===== config.mk =====
export PLATFORM = sky130hd
export DESIGN_NAME = addsub_cmp
export DESIGN_NICKNAME = d
export VERILOG_FILES = /design/src/rtl/addsub_cmp_pkg.sv /design/src/rtl/fa_cell.sv /design/src/rtl/ripple_addsub.sv /design/src/rtl/cc_gen.sv /design/src/rtl/rel_decode.sv /design/src/rtl/addsub_cmp.sv
export SDC_FILE = /design/constraint.sdc
export NUM_CORES = 1
export LEC_CHECK = 0
export BUFFER_PORTS_ARGS = -buffer_cell sky130_fd_sc_hd__buf_2
export CORE_UTILIZATION = 41
export CTS_CLUSTER_DIAMETER = 40
export CTS_CLUSTER_SIZE = 30
export DETAILED_ROUTE_END_ITERATION = 10
export PLACE_DENSITY_LB_ADDON = 0.3
export RECOVER_POWER = 100
export SLEW_MARGIN = 20
export SYNTH_ARGS = -nofsm -noshare
export SYNTH_HDL_FRONTEND = slang
export SYNTH_SLANG_ARGS = --single-unit

===== constraint.sdc =====
create_clock -name clk -period 0.8 [get_ports clk]
set_input_delay 0.16 -clock clk [delete_from_list [all_inputs] [get_ports clk]]
set_output_delay 0.16 -clock clk [all_outputs]
set_load 0.005 [all_outputs]

===== src/rtl/addsub_cmp_pkg.sv =====
package addsub_cmp_pkg;

  // condition flags formed from one add or subtract
  typedef struct packed {
    logic z;
    logic n;
    logic c;
    logic v;
  } cc_t;

  // relational decode of A against B
  typedef struct packed {
    logic eq;
    logic ne;
    logic lt;
    logic le;
    logic ge;
    logic gt;
    logic ltu;
    logic leu;
    logic geu;
    logic gtu;
  } rel_t;

endpackage


===== src/rtl/fa_cell.sv =====
module fa_cell (
  input  logic a,
  input  logic b,
  input  logic ci,
  output logic s,
  output logic co
);
  always_comb begin
    s  = ci ^ a ^ b;
    co = (ci & (a | b)) | (a & b);
  end
endmodule


===== src/rtl/ripple_addsub.sv =====
module ripple_addsub #(
  parameter int WIDTH = 8
) (
  input  logic [WIDTH-1:0] a,
  input  logic [WIDTH-1:0] b,
  input  logic             sub,
  output logic [WIDTH-1:0] sum,
  output logic             co_top,
  output logic             ci_top
);
  logic [WIDTH:0]   chain;
  logic [WIDTH-1:0] b_eff;

  // subtract: invert B and feed the +1 through the bottom carry
  assign b_eff    = b ^ {WIDTH{sub}};
  assign chain[0] = sub;

  for (genvar k = 0; k < WIDTH; k++) begin : g_bit
    fa_cell u_fa (
      .a  (a[k]),
      .b  (b_eff[k]),
      .ci (chain[k]),
      .s  (sum[k]),
      .co (chain[k+1])
    );
  end

  assign co_top = chain[WIDTH];
  assign ci_top = chain[WIDTH-1];
endmodule


===== src/rtl/cc_gen.sv =====
module cc_gen
  import addsub_cmp_pkg::*;
#(
  parameter int WIDTH = 8
) (
  input  logic [WIDTH-1:0] sum,
  input  logic             co_top,
  input  logic             ci_top,
  input  logic             sub,
  output cc_t              cc
);
  always_comb begin
    cc.z = ~|sum;
    cc.n = sum[WIDTH-1];
    // borrow sense on subtract: no carry out means A < B unsigned
    cc.c = co_top ^ sub;
    cc.v = co_top ^ ci_top;
  end
endmodule


===== src/rtl/rel_decode.sv =====
module rel_decode
  import addsub_cmp_pkg::*;
(
  input  cc_t  cc,
  output rel_t rel
);
  logic slt;

  always_comb begin
    slt     = cc.n ^ cc.v;
    rel.eq  = cc.z;
    rel.ne  = ~cc.z;
    rel.lt  = slt;
    rel.le  = cc.z | slt;
    rel.ge  = ~slt;
    rel.gt  = ~(cc.z | slt);
    rel.ltu = cc.c;
    rel.leu = cc.c | cc.z;
    rel.geu = ~cc.c;
    rel.gtu = ~(cc.c | cc.z);
  end
endmodule


===== src/rtl/addsub_cmp.sv =====
module addsub_cmp
  import addsub_cmp_pkg::*;
#(
  parameter int WIDTH   = 8,
  parameter bit REG_OUT = 1'b1
) (
  input  logic             clk,
  input  logic             rst_n,
  input  logic [WIDTH-1:0] a_i,
  input  logic [WIDTH-1:0] b_i,
  input  logic             sub_i,
  output logic [WIDTH-1:0] sum_o,
  output logic             zero_o,
  output logic             neg_o,
  output logic             carry_o,
  output logic             ovf_o,
  output logic             eq_o,
  output logic             ne_o,
  output logic             lt_o,
  output logic             le_o,
  output logic             ge_o,
  output logic             gt_o,
  output logic             ltu_o,
  output logic             leu_o,
  output logic             geu_o,
  output logic             gtu_o
);
  localparam int MSB = WIDTH - 1;

  logic [WIDTH-1:0] sum_d;
  logic             co_top;
  logic             ci_top;
  cc_t              cc_d;
  rel_t             rel_d;

  logic [WIDTH-1:0] sum_q;
  cc_t              cc_q;
  rel_t             rel_q;

  ripple_addsub #(.WIDTH(WIDTH)) u_chain (
    .a      (a_i),
    .b      (b_i),
    .sub    (sub_i),
    .sum    (sum_d),
    .co_top (co_top),
    .ci_top (ci_top)
  );

  cc_gen #(.WIDTH(WIDTH)) u_cc (
    .sum    (sum_d),
    .co_top (co_top),
    .ci_top (ci_top),
    .sub    (sub_i),
    .cc     (cc_d)
  );

  rel_decode u_rel (
    .cc  (cc_d),
    .rel (rel_d)
  );

  if (REG_OUT) begin : g_reg
    always_ff @(posedge clk or negedge rst_n) begin
      if (!rst_n) begin
        sum_q <= '0;
        cc_q  <= '0;
        rel_q <= '0;
      end else begin
        sum_q <= sum_d;
        cc_q  <= cc_d;
        rel_q <= rel_d;
      end
    end
  end else begin : g_comb
    assign sum_q = sum_d;
    assign cc_q  = cc_d;
    assign rel_q = rel_d;
  end

  assign sum_o   = sum_q;
  assign zero_o  = cc_q.z;
  assign neg_o   = cc_q.n;
  assign carry_o = cc_q.c;
  assign ovf_o   = cc_q.v;
  assign eq_o    = rel_q.eq;
  assign ne_o    = rel_q.ne;
  assign lt_o    = rel_q.lt;
  assign le_o    = rel_q.le;
  assign ge_o    = rel_q.ge;
  assign gt_o    = rel_q.gt;
  assign ltu_o   = rel_q.ltu;
  assign leu_o   = rel_q.leu;
  assign geu_o   = rel_q.geu;
  assign gtu_o   = rel_q.gtu;

  if (REG_OUT) begin : g_chk
    assert_sum_R1: assert property (@(posedge clk) disable iff (!rst_n)
      1'b1 |=> sum_o == ($past(sub_i) ? $past(a_i) - $past(b_i)
                                      : $past(a_i) + $past(b_i)));

    assert_zero_on_equal_R2: assert property (@(posedge clk) disable iff (!rst_n)
      sub_i |=> zero_o == ($past(a_i) == $past(b_i)));

    assert_borrow_R4: assert property (@(posedge clk) disable iff (!rst_n)
      sub_i |=> carry_o == ($past(a_i) < $past(b_i)));

    assert_no_overflow_R5: assert property (@(posedge clk) disable iff (!rst_n)
      (!sub_i && (a_i[MSB] != b_i[MSB])) |=> !ovf_o);

    assert_signed_lt_R6: assert property (@(posedge clk) disable iff (!rst_n)
      sub_i |=> lt_o == ($signed($past(a_i)) < $signed($past(b_i))));

    assert_unsigned_order_R7: assert property (@(posedge clk) disable iff (!rst_n)
      sub_i |=> $countones({ltu_o, eq_o, gtu_o}) == 1);
  end
endmodule


## After elaboration in Yosys (flattened, before gate mapping)

Cells that the tools add are included.

- Register bits after elaboration: 20
- Bits in latches: 0
- Memory bits (writable): 0
- ROM bits: 0
- Input bits: 19
- Word-level logic and storage cells: 73
- Memories kept: 0

- Add/sub/neg operators: 0
- $mul: 0
- Divide/modulo/power cells: 0
- Order comparisons: 0
- Equal/unequal tests: 0
- Shift operators: 0
- Multiplexer cells: 0
- Bitwise gates (word level): 58
- Reductions and logical operators: 2

Operators with widths:

| kind | count |
|---|---|
| $xor A1 B1 Y1 | 19 |
| $or A1 B1 Y1 | 18 |
| $and A1 B1 Y1 | 16 |
| $reduce_or A8 Y1 | 1 |
| $xor A8 B8 Y8 | 1 |
| $not A1 Y1 | 4 |
| $logic_not A1 Y1 | 1 |

## Depth between registers and ports, before layout

Gate-level depths: netlist of the first run.

- Depth in word-level cells: 22
- Mapped depth: 15

## Hierarchy

Synthesis of the first run repeated with hierarchy kept, for this count alone.

- Cell total of the unflattened synthesis: 56
- Area, all modules: 903.4 um2

By module, submodules not included:

| module | instances | cells each | area an instance (um2) |
|---|---|---|---|
| addsub_cmp | 1 | 22 | 550.5 |
| fa_cell | 8 | 1 | 20.0 |
| ripple_addsub | 1 | 9 | 81.3 |
| rel_decode | 1 | 11 | 67.6 |
| cc_gen | 1 | 6 | 43.8 |

## Worst setup path before layout of the first run

No wires, ideal clock.

- Path kind: input -> register
- From: in sub_i
- To: reg rel_q (netlist bit le_o)
- Setup time: 0.095 ns
- Arrival time: 3.567 ns
- Data required time: 0.705 ns
- Slack: -2.863 ns
- Stages: 14
- Cell sequence: buf_4 -> xor2_1 -> fa_1 -> inv_1 -> fa_1 -> inv_1 -> fa_1 -> inv_1 -> fa_1 -> fa_1 -> fa_1 -> fa_1 -> nand4_1 -> o31ai_1

RTL lines:

| item | line | RTL |
|---|---|---|
| start, declared | addsub_cmp.sv:11 | `input logic sub_i,` |
| end signal, assigned | addsub_cmp.sv:71 | `rel_q <= rel_d;` |
| end, declared | addsub_cmp.sv:38 | `rel_t rel_q;` |

==> impl_metrics.env, run 1 <==
export IMPL_status="finished, violations left"
export IMPL_violations="negative setup slack"
export IMPL_tightest_slew_ns=0.434
export IMPL_cts_made_buffers=3
export IMPL_htreeDepth=1
export IMPL_crit_top_cell="fa_2"
export IMPL_ant_nets=0
export IMPL_die_y_um=49.4
export IMPL_final_common_cell="buf_2"
export IMPL_final_setup_worst_slack_ns=-2.39
export IMPL_start_kind="input port"
export IMPL_leakage_uw=0.000682
export IMPL_num_fill_cells=179
export IMPL_dp_cells=143
export IMPL_final_util_pct=65.5
export IMPL_die_x_um=49.4
export IMPL_syn_area_um2=920
export IMPL_crit_slowest_cell="fa_1"
export IMPL_dp_hpwl_um=1350
export IMPL_finalSetupViolations=40
export IMPL_drive_gt1_share_pct=64.8
export IMPL_path_clk_slew_ns=0.09
export IMPL_grt_max_degree=20
export IMPL_area_growth_pct=45.4
export IMPL_grt_ovfl_total=0
export IMPL_portBuffers=40
export IMPL_ys_seq_area_share_pct=51.7
export IMPL_cap_viol_max_count=0
export IMPL_relSlewSlack_pct=71.1
export IMPL_worstPathArrival_ns=3.39
export IMPL_first_iter_violations=3
export IMPL_num_io_pins=41
export IMPL_slew_viol_final=0
export IMPL_hold_viol_final=0
export IMPL_p_per_area_nw_per_um2=2000
export IMPL_fp_row_count=16
export IMPL_synthCells=69
export IMPL_ys_warn_count=0
export IMPL_antenna_cells=0
export IMPL_crit_type="in2reg"
export IMPL_synth_cell_types=17
export IMPL_setup_tns_ns=-35.29
export IMPL_crit_buf_inv=4
export IMPL_dp_slack_ns=-2.76
export IMPL_path_cells="buf_8 -> xor2_2 -> fa_2 -> inv_2 -> fa_2 -> inv_2 -> fa_2 -> inv_2 -> fa_2 -> fa_2 -> fa_2 -> fa_1 -> nand4_1 -> o31ai_1"
export IMPL_ir_drop_v=0.00106
export IMPL_cp_end_kind="flop"
export IMPL_route_detailed_drc=0
export IMPL_initial_utilization_pct=45.0
export IMPL_drt_vias_per_instance=4.22
export IMPL_drt_wirelength_per_cell_um=10.5
export IMPL_cts_root_buf="clkbuf_4"
export IMPL_syn_avg_cell_area_um2=13.3
export IMPL_rsz0062_at_grt="true"
export IMPL_place_congestion=0.727
export IMPL_cp_slowest_stage_delay_ns=0.52
export IMPL_timing_fmax_mhz=313
export IMPL_final_cell_mix="buf_2, dfrtp_1, buf_4"
export IMPL_worst_path_max_fanout=4
export IMPL_design_core_area_um2=2040
export IMPL_grt_first_pass_wirelength_um=2690
export IMPL_cts_tree="done"
export IMPL_antenna_found_initial=0
export IMPL_design_die_area_um2=2440
export IMPL_post_route_period_util_pct=399
export IMPL_synth_fp_nets=96
export IMPL_min_path_type="in2reg"
export IMPL_ys_ff_latch=19
export IMPL_nNetsFinal=153
export IMPL_wl_um=1590
export IMPL_vias=642
export IMPL_cp_required_ns=1.00
export IMPL_first_pass_iters=2
export IMPL_clock_sinks=19
export IMPL_fin_cells=152
export IMPL_crit_family="adder cells"
export IMPL_grt_pass1_vias=651
export IMPL_clockBufferDepth=2
export IMPL_fin_crit_ns=3.19
export IMPL_track_usage_pct=15.3
area by class of cell:
class	count	area [um2]	share of cell area, %
flip-flops and latches	19	475	35.5
repair buffers	56	354	26.5
multi-input cells	29	384	28.7
clock buffers	4	26.3	1.96
inverters	17	63.8	4.77
well taps	27	33.8	2.53
layer usage:
metal  routed length, um  GRT usage [%]  vias to the layer above  part of all wire [%]
met5                   0              0                        -                     0
met4                  27           10.3                        0                   1.7
met3                 108           1.25                        2                   6.8
met2                 834           28.8                       35                    52
met1                 623           15.8                      291                    39
li1                    -              -                      314                     -
flip-flops by register name, indices dropped and copies added, names as in the netlist:
signal  count
gt_o        1
ne_o        1
le_o        1
ge_o        1
leu_o       1
geu_o       1
lt_o        1
gtu_o       1
ovf_o       1
sum_o       7
ltu_o       1
eq_o        1
neg_o       1
cell families after synthesis:
family | count (synthesis) | share of synthesized area (%)
flops | 19 | 51.7
simple gates | 6 | 5.31
xor+xnor | 10 | 11.2
compound gates | 4 | 2.99
fa+ha+maj | 8 | 17.4
mux | 1 | 1.22
buf+inv | 21 | 10.2
final timing paths:
path / from / endpoint / cells past startpoint
max: sub_i / leu_o / 14
min: sub_i / ltu_o / 3
max in group asynchronous: rst_n / gtu_o / 2
min in group asynchronous: rst_n / gt_o / 2
synthesized netlist by cell type:
master,number,area (um2)
mux2_2,1,11.3
dfrtp_1,19,475
inv_2,2,7.51
or3b_4,1,11.3
and4_1,1,8.76
o31ai_1,2,15.0
xnor2_2,2,32.5
inv_1,15,56.3
nand4_1,1,6.26
xor2_1,4,35.0
a31oi_1,2,12.5
buf_4,4,30.0
nor3_1,1,5.00
fa_1,8,160
xnor2_1,4,35.0
nand3_1,1,5.00
nor3b_2,1,12.5
where the power goes:
part / switching, uW / internal, uW / total (uW)
registers: 46.9 / 1150 / 1200
clock network: 261 / 194 / 455
logic: 468 / 558 / 1030
total: 776 / 1900 / 2680
metrics by stage:
| step | hold slack [ns] | power [uW] | instance area (um2) |
|---|---|---|---|
| global placement | 0.102 | 2110 | 1230 |
| global route | 0.275 | 2870 | 1340 |
| CTS | 0.266 | 2660 | 1310 |
| floorplan | -0.136 | 1730 | 958 |
| finish | 0.268 | 2680 | 1340 |
| detailed placement | 0.109 | 2150 | 1230 |
timing repair:
item                       CTS  global route
cloned                       0             0
resized for setup            9             6
pin swaps                    9             2
setup endpoints to repair   40            40
buffers inserted             2             2
hold endpoints to repair    19             0
hold buffers                 1             0
Power figures use the tool's default switching activity.
==> run 2: changes to the inputs <==
--- a/config.mk
+++ b/config.mk
@@ -6,11 +6,12 @@
 export NUM_CORES = 1
 export LEC_CHECK = 0
 export BUFFER_PORTS_ARGS = -buffer_cell sky130_fd_sc_hd__buf_2
-export CORE_UTILIZATION = 41
+export CORE_UTILIZATION = 43
+export CTS_BUF_LIST = sky130_fd_sc_hd__clkbuf_4 sky130_fd_sc_hd__clkbuf_8
 export CTS_CLUSTER_DIAMETER = 40
 export CTS_CLUSTER_SIZE = 30
 export DETAILED_ROUTE_END_ITERATION = 10
-export PLACE_DENSITY_LB_ADDON = 0.3
+export PLACE_DENSITY = 0.77
 export RECOVER_POWER = 100
 export SLEW_MARGIN = 20
 export SYNTH_ARGS = -nofsm -noshare
==> impl_metrics.env, run 2 (same netlist as run 1, synthesis figures left out) <==
export IMPL_route_detailed_drc=0
export IMPL_finalSetupViolations=40
export IMPL_min_path_type="in2reg"
export IMPL_clockBufferDepth=2
export IMPL_design_core_area_um2=1980
export IMPL_cp_end_kind="flop"
export IMPL_start_kind="input port"
export IMPL_path_clk_slew_ns=0.09
export IMPL_fin_cells=154
export IMPL_drt_wirelength_per_cell_um=10.5
export IMPL_die_x_um=48.2
export IMPL_largest_reg_flops=7
export IMPL_leakage_uw=0.000689
export IMPL_fp_row_count=16
export IMPL_final_util_pct=68.2
export IMPL_post_route_period_util_pct=402
export IMPL_die_y_um=48.2
export IMPL_cts_tree="done"
export IMPL_status="finished, violations left"
export IMPL_hold_end="sum_o[3]"
export IMPL_cp_required_ns=1.00
export IMPL_initial_utilization_pct=46.4
export IMPL_first_iter_violations=4
export IMPL_dp_hpwl_um=1370
export IMPL_worstPathArrival_ns=3.41
export IMPL_htreeDepth=1
export IMPL_setup_tns_ns=-36.32
export IMPL_num_io_pins=41
export IMPL_cap_viol_max_count=0
export IMPL_wl_um=1610
export IMPL_final_setup_worst_slack_ns=-2.41
export IMPL_ant_nets=0
export IMPL_hold_viol_final=0
export IMPL_nNetsFinal=155
export IMPL_fin_hold_ws_ns=0.318
export IMPL_relSlewSlack_pct=71.4
export IMPL_cts_root_buf="clkbuf_4"
export IMPL_grt_first_pass_wirelength_um=2480
export IMPL_ir_drop_v=0.000963
export IMPL_final_cell_mix="buf_2, dfrtp_1, buf_4"
export IMPL_clock_sinks=19
export IMPL_dp_slack_ns=-2.81
export IMPL_slew_viol_final=0
export IMPL_area_growth_pct=46.9
export IMPL_first_pass_iters=4
export IMPL_drt_vias_per_instance=4.37
export IMPL_drive_gt1_share_pct=66.9
export IMPL_worst_path_max_fanout=3
export IMPL_dp_cells=144
export IMPL_grt_ovfl_total=0
export IMPL_grt_pass1_vias=616
export IMPL_cts_made_buffers=3
export IMPL_p_per_area_nw_per_um2=2050
export IMPL_tightest_slew_ns=0.429
export IMPL_timing_fmax_mhz=311
export IMPL_antenna_found_initial=0
export IMPL_vias=673
export IMPL_holdPathStages=3
export IMPL_portBuffers=40
export IMPL_hold_path_startpoint="a_i[3]"
export IMPL_violations="negative setup slack"
export IMPL_antenna_cells=0
export IMPL_final_common_cell="buf_2"
export IMPL_track_usage_pct=16.2
export IMPL_fin_crit_ns=3.21
export IMPL_crit_type="in2reg"
export IMPL_design_die_area_um2=2330
export IMPL_place_congestion=0.726
export IMPL_grt_max_degree=20
export IMPL_rsz0062_at_grt="true"
run 2: cell types whose count changed in the layout (fill, tap and decap cells not counted), moves of 2 or more:
| cell | delta |
|---|---|
| buf_8 | -2 |
| buf_6 | +4 |
| inv_1 | -2 |
| inv_2 | +2 |
run 2: worst max-delay path, stage by stage:
cell and delay (ns):
buf_6 0.09, mux2_4 0.19, fa_2 0.19, inv_2 0.04, fa_2 0.34, inv_2 0.06
fa_2 0.19, inv_2 0.04, fa_2 0.36, fa_2 0.38, fa_2 0.39, fa_1 0.55
nand4_1 0.18, o31ai_1 0.23
run 2: how the worst max path moves through the flow:
stage               endpoint    from  cells after the start
finish                  le_o  b_i[0]                     14
global route            le_o  b_i[0]                     14
CTS                    leu_o  b_i[0]                     14
detailed placement     leu_o   sub_i                     14
global placement        le_o  b_i[0]                     14
floorplan               gt_o   sub_i                     14
run 2: where the power goes:
part	switching (uW)	internal, uW	total, uW
sequential	46.1	1150	1200
clock	259	228	486
combinational	476	608	1080
total	781	1990	2770
run 2: what timing repair did:
item                                    in CTS  in global routing
gates resized for setup                     10                  6
endpoints found under the setup margin      40                 40
pin swaps                                    6                  6
gates cloned                                 0                  0
buffers inserted                             2                  4
hold buffers                                 1                  0
hold endpoints to repair                    19                  0
run 2: per-stage QoR:
step	total power (uW)	instance area, um2
detailed placement	2170	1240
global placement	2130	1240
global route	3010	1350
CTS	2710	1320
floorplan	1730	958
finish	2770	1350
run 2: per-layer routing:
layer / share of wire [%] / global-route usage, % / wire (um) / vias up
met4: 0.81 / 8.33 / 13 / 0
met5: 0 / 0 / 0 / -
met3: 7.4 / 2.59 / 119 / 2
li1: - / - / - / 320
met2: 55 / 29.9 / 879 / 38
met1: 37 / 17.6 / 597 / 313
run 2: layout make-up:
| cell class | instances | area, um2 |
|---|---|---|
| clock buffers | 4 | 30.0 |
| fillers | 156 | 631 |
| inverters | 17 | 63.8 |
| multi-input cells | 29 | 377 |
| flip-flops and latches | 19 | 475 |
| well taps | 27 | 33.8 |
| repair buffers | 58 | 372 |
==> run 3: changes to the inputs <==
--- a/config.mk
+++ b/config.mk
@@ -6,12 +6,15 @@
 export NUM_CORES = 1
 export LEC_CHECK = 0
 export BUFFER_PORTS_ARGS = -buffer_cell sky130_fd_sc_hd__buf_2
-export CORE_UTILIZATION = 43
+export CELL_PAD_IN_SITES_DETAIL_PLACEMENT = 1
+export CELL_PAD_IN_SITES_GLOBAL_PLACEMENT = 2
+export CORE_ASPECT_RATIO = 1.75
+export CORE_UTILIZATION = 27
 export CTS_BUF_LIST = sky130_fd_sc_hd__clkbuf_4 sky130_fd_sc_hd__clkbuf_8
 export CTS_CLUSTER_DIAMETER = 40
 export CTS_CLUSTER_SIZE = 30
 export DETAILED_ROUTE_END_ITERATION = 10
-export PLACE_DENSITY = 0.77
+export PLACE_DENSITY_LB_ADDON = 0.1
 export RECOVER_POWER = 100
 export SLEW_MARGIN = 20
 export SYNTH_ARGS = -nofsm -noshare
==> impl_metrics.env, run 3 (same netlist as run 1, synthesis figures left out) <==
export IMPL_drt_wirelength_per_cell_um=10.4
export IMPL_area_growth_pct=49.9
export IMPL_start_kind="input port"
export IMPL_dp_hpwl_um=1540
export IMPL_wl_um=1740
export IMPL_tightest_slew_ns=0.433
export IMPL_track_usage_pct=10.6
export IMPL_multi_input_area_um2=377
export IMPL_grtUsageMet1_pct=10.8
export IMPL_grt_max_degree=20
export IMPL_grt_pass1_vias=672
export IMPL_busiest_layer="met2"
export IMPL_die_x_um=46.1
export IMPL_first_pass_iters=4
export IMPL_antenna_cells=0
export IMPL_nNetsFinal=153
export IMPL_rsz0062_at_grt="true"
export IMPL_relSlewSlack_pct=71.1
export IMPL_fp_row_count=27
export IMPL_portBuffers=40
export IMPL_initial_utilization_pct=28.7
export IMPL_route_detailed_drc=0
export IMPL_timing_fmax_mhz=314
export IMPL_num_fill_cells=366
export IMPL_vias=660
export IMPL_cts_made_buffers=3
export IMPL_holdPathStages=5
export IMPL_final_common_cell="buf_2"
export IMPL_seqCellArea_um2=475
export IMPL_status="finished, violations left"
export IMPL_worst_path_max_fanout=3
export IMPL_drive_gt1_share_pct=65.6
export IMPL_htreeDepth=1
export IMPL_violations="negative setup slack"
export IMPL_final_util_pct=43.0
export IMPL_finalSetupViolations=40
export IMPL_clock_sinks=19
export IMPL_place_congestion=0.648
export IMPL_min_path_type="in2reg"
export IMPL_crit_type="in2reg"
export IMPL_final_cell_mix="buf_2, dfrtp_1, inv_2, buf_4, buf_6"
export IMPL_leakage_uw=0.000689
export IMPL_cap_viol_max_count=0
export IMPL_grt_first_pass_wirelength_um=2810
export IMPL_first_iter_violations=1
export IMPL_met2_usage_pct=19.6
export IMPL_die_y_um=79.2
export IMPL_drt_vias_per_instance=3.93
export IMPL_cp_required_ns=0.95
export IMPL_cp_end_kind="flop"
export IMPL_fin_crit_ns=3.18
export IMPL_path_clk_slew_ns=0.06
export IMPL_design_core_area_um2=3210
export IMPL_met3_usage_pct=1.36
export IMPL_ant_nets=0
export IMPL_slew_viol_final=0
export IMPL_hold_viol_final=0
export IMPL_worstPathArrival_ns=3.33
export IMPL_largest_reg_flops=7
export IMPL_design_die_area_um2=3650
export IMPL_grt_ovfl_total=0
export IMPL_antenna_found_initial=0
export IMPL_p_total_uw=2910
export IMPL_clockBufferDepth=2
export IMPL_p_per_area_nw_per_um2=2110
export IMPL_ir_drop_v=0.000675
export IMPL_cts_root_buf="clkbuf_8"
export IMPL_post_route_period_util_pct=398
export IMPL_cts_tree="done"
export IMPL_final_setup_worst_slack_ns=-2.38
export IMPL_num_io_pins=41
## run 3: changes by cell type in the layout (fill, tap and decap cells not counted), sizes merged
cell | before | now
buf | 56 | 54
## run 3: worst paths after layout
check,start,slack [ns],endpoint
worst max-delay path,b_i[0],-2.38,le_o
worst min-delay path,b_i[0],0.34,eq_o
max in group asynchronous,rst_n,0.11,sum_o[4]
min in group asynchronous,rst_n,0.39,ltu_o
## run 3: critical path, stage by stage
cell and delay [ns]:
buf_6 0.09, mux2_4 0.19, fa_2 0.19, inv_2 0.04
fa_2 0.34, inv_2 0.06, fa_2 0.19, inv_2 0.04
fa_2 0.36, fa_2 0.37, fa_2 0.38, fa_1 0.52
nand4_1 0.15, o31ai_1 0.23
## run 3: final cells by class
type	count	area share (%)
clock buffer	4	3.54
inverter	17	4.63
multi-input combinational	29	27.3
timing repair buffer	56	26.1
tap	43	3.90
sequential	19	34.5
## run 3: timing repair
item,in CTS,in global routing
hold buffers,1,0
buffers inserted,3,2
pin swaps,9,4
gates resized for setup,14,2
setup endpoints to repair,40,40
hold endpoints to repair,19,0
## run 3: through the flow
stage	hold WS, ns	worst slack, ns	TNS (ns)	instance area (um2)	instances
floorplan	-0.136	-2.60	-36.53	958	69
global placement	0.0989	-2.74	-39.23	1260	160
detailed placement	0.107	-2.77	-39.79	1260	160
CTS	0.332	-2.48	-35.76	1380	167
global route	0.375	-2.55	-37.56	1380	168
finish	0.341	-2.38	-34.94	1380	168
## run 3: metal layers
layer	up-vias	wire length [um]
met5	-	0
met4	0	24
met3	4	90
met2	29	1090
met1	314	535
li1	313	-
## run 3: power breakdown
group	internal [uW]	switching [uW]
logic	597	476
clock network	386	258
registers	1150	43.5
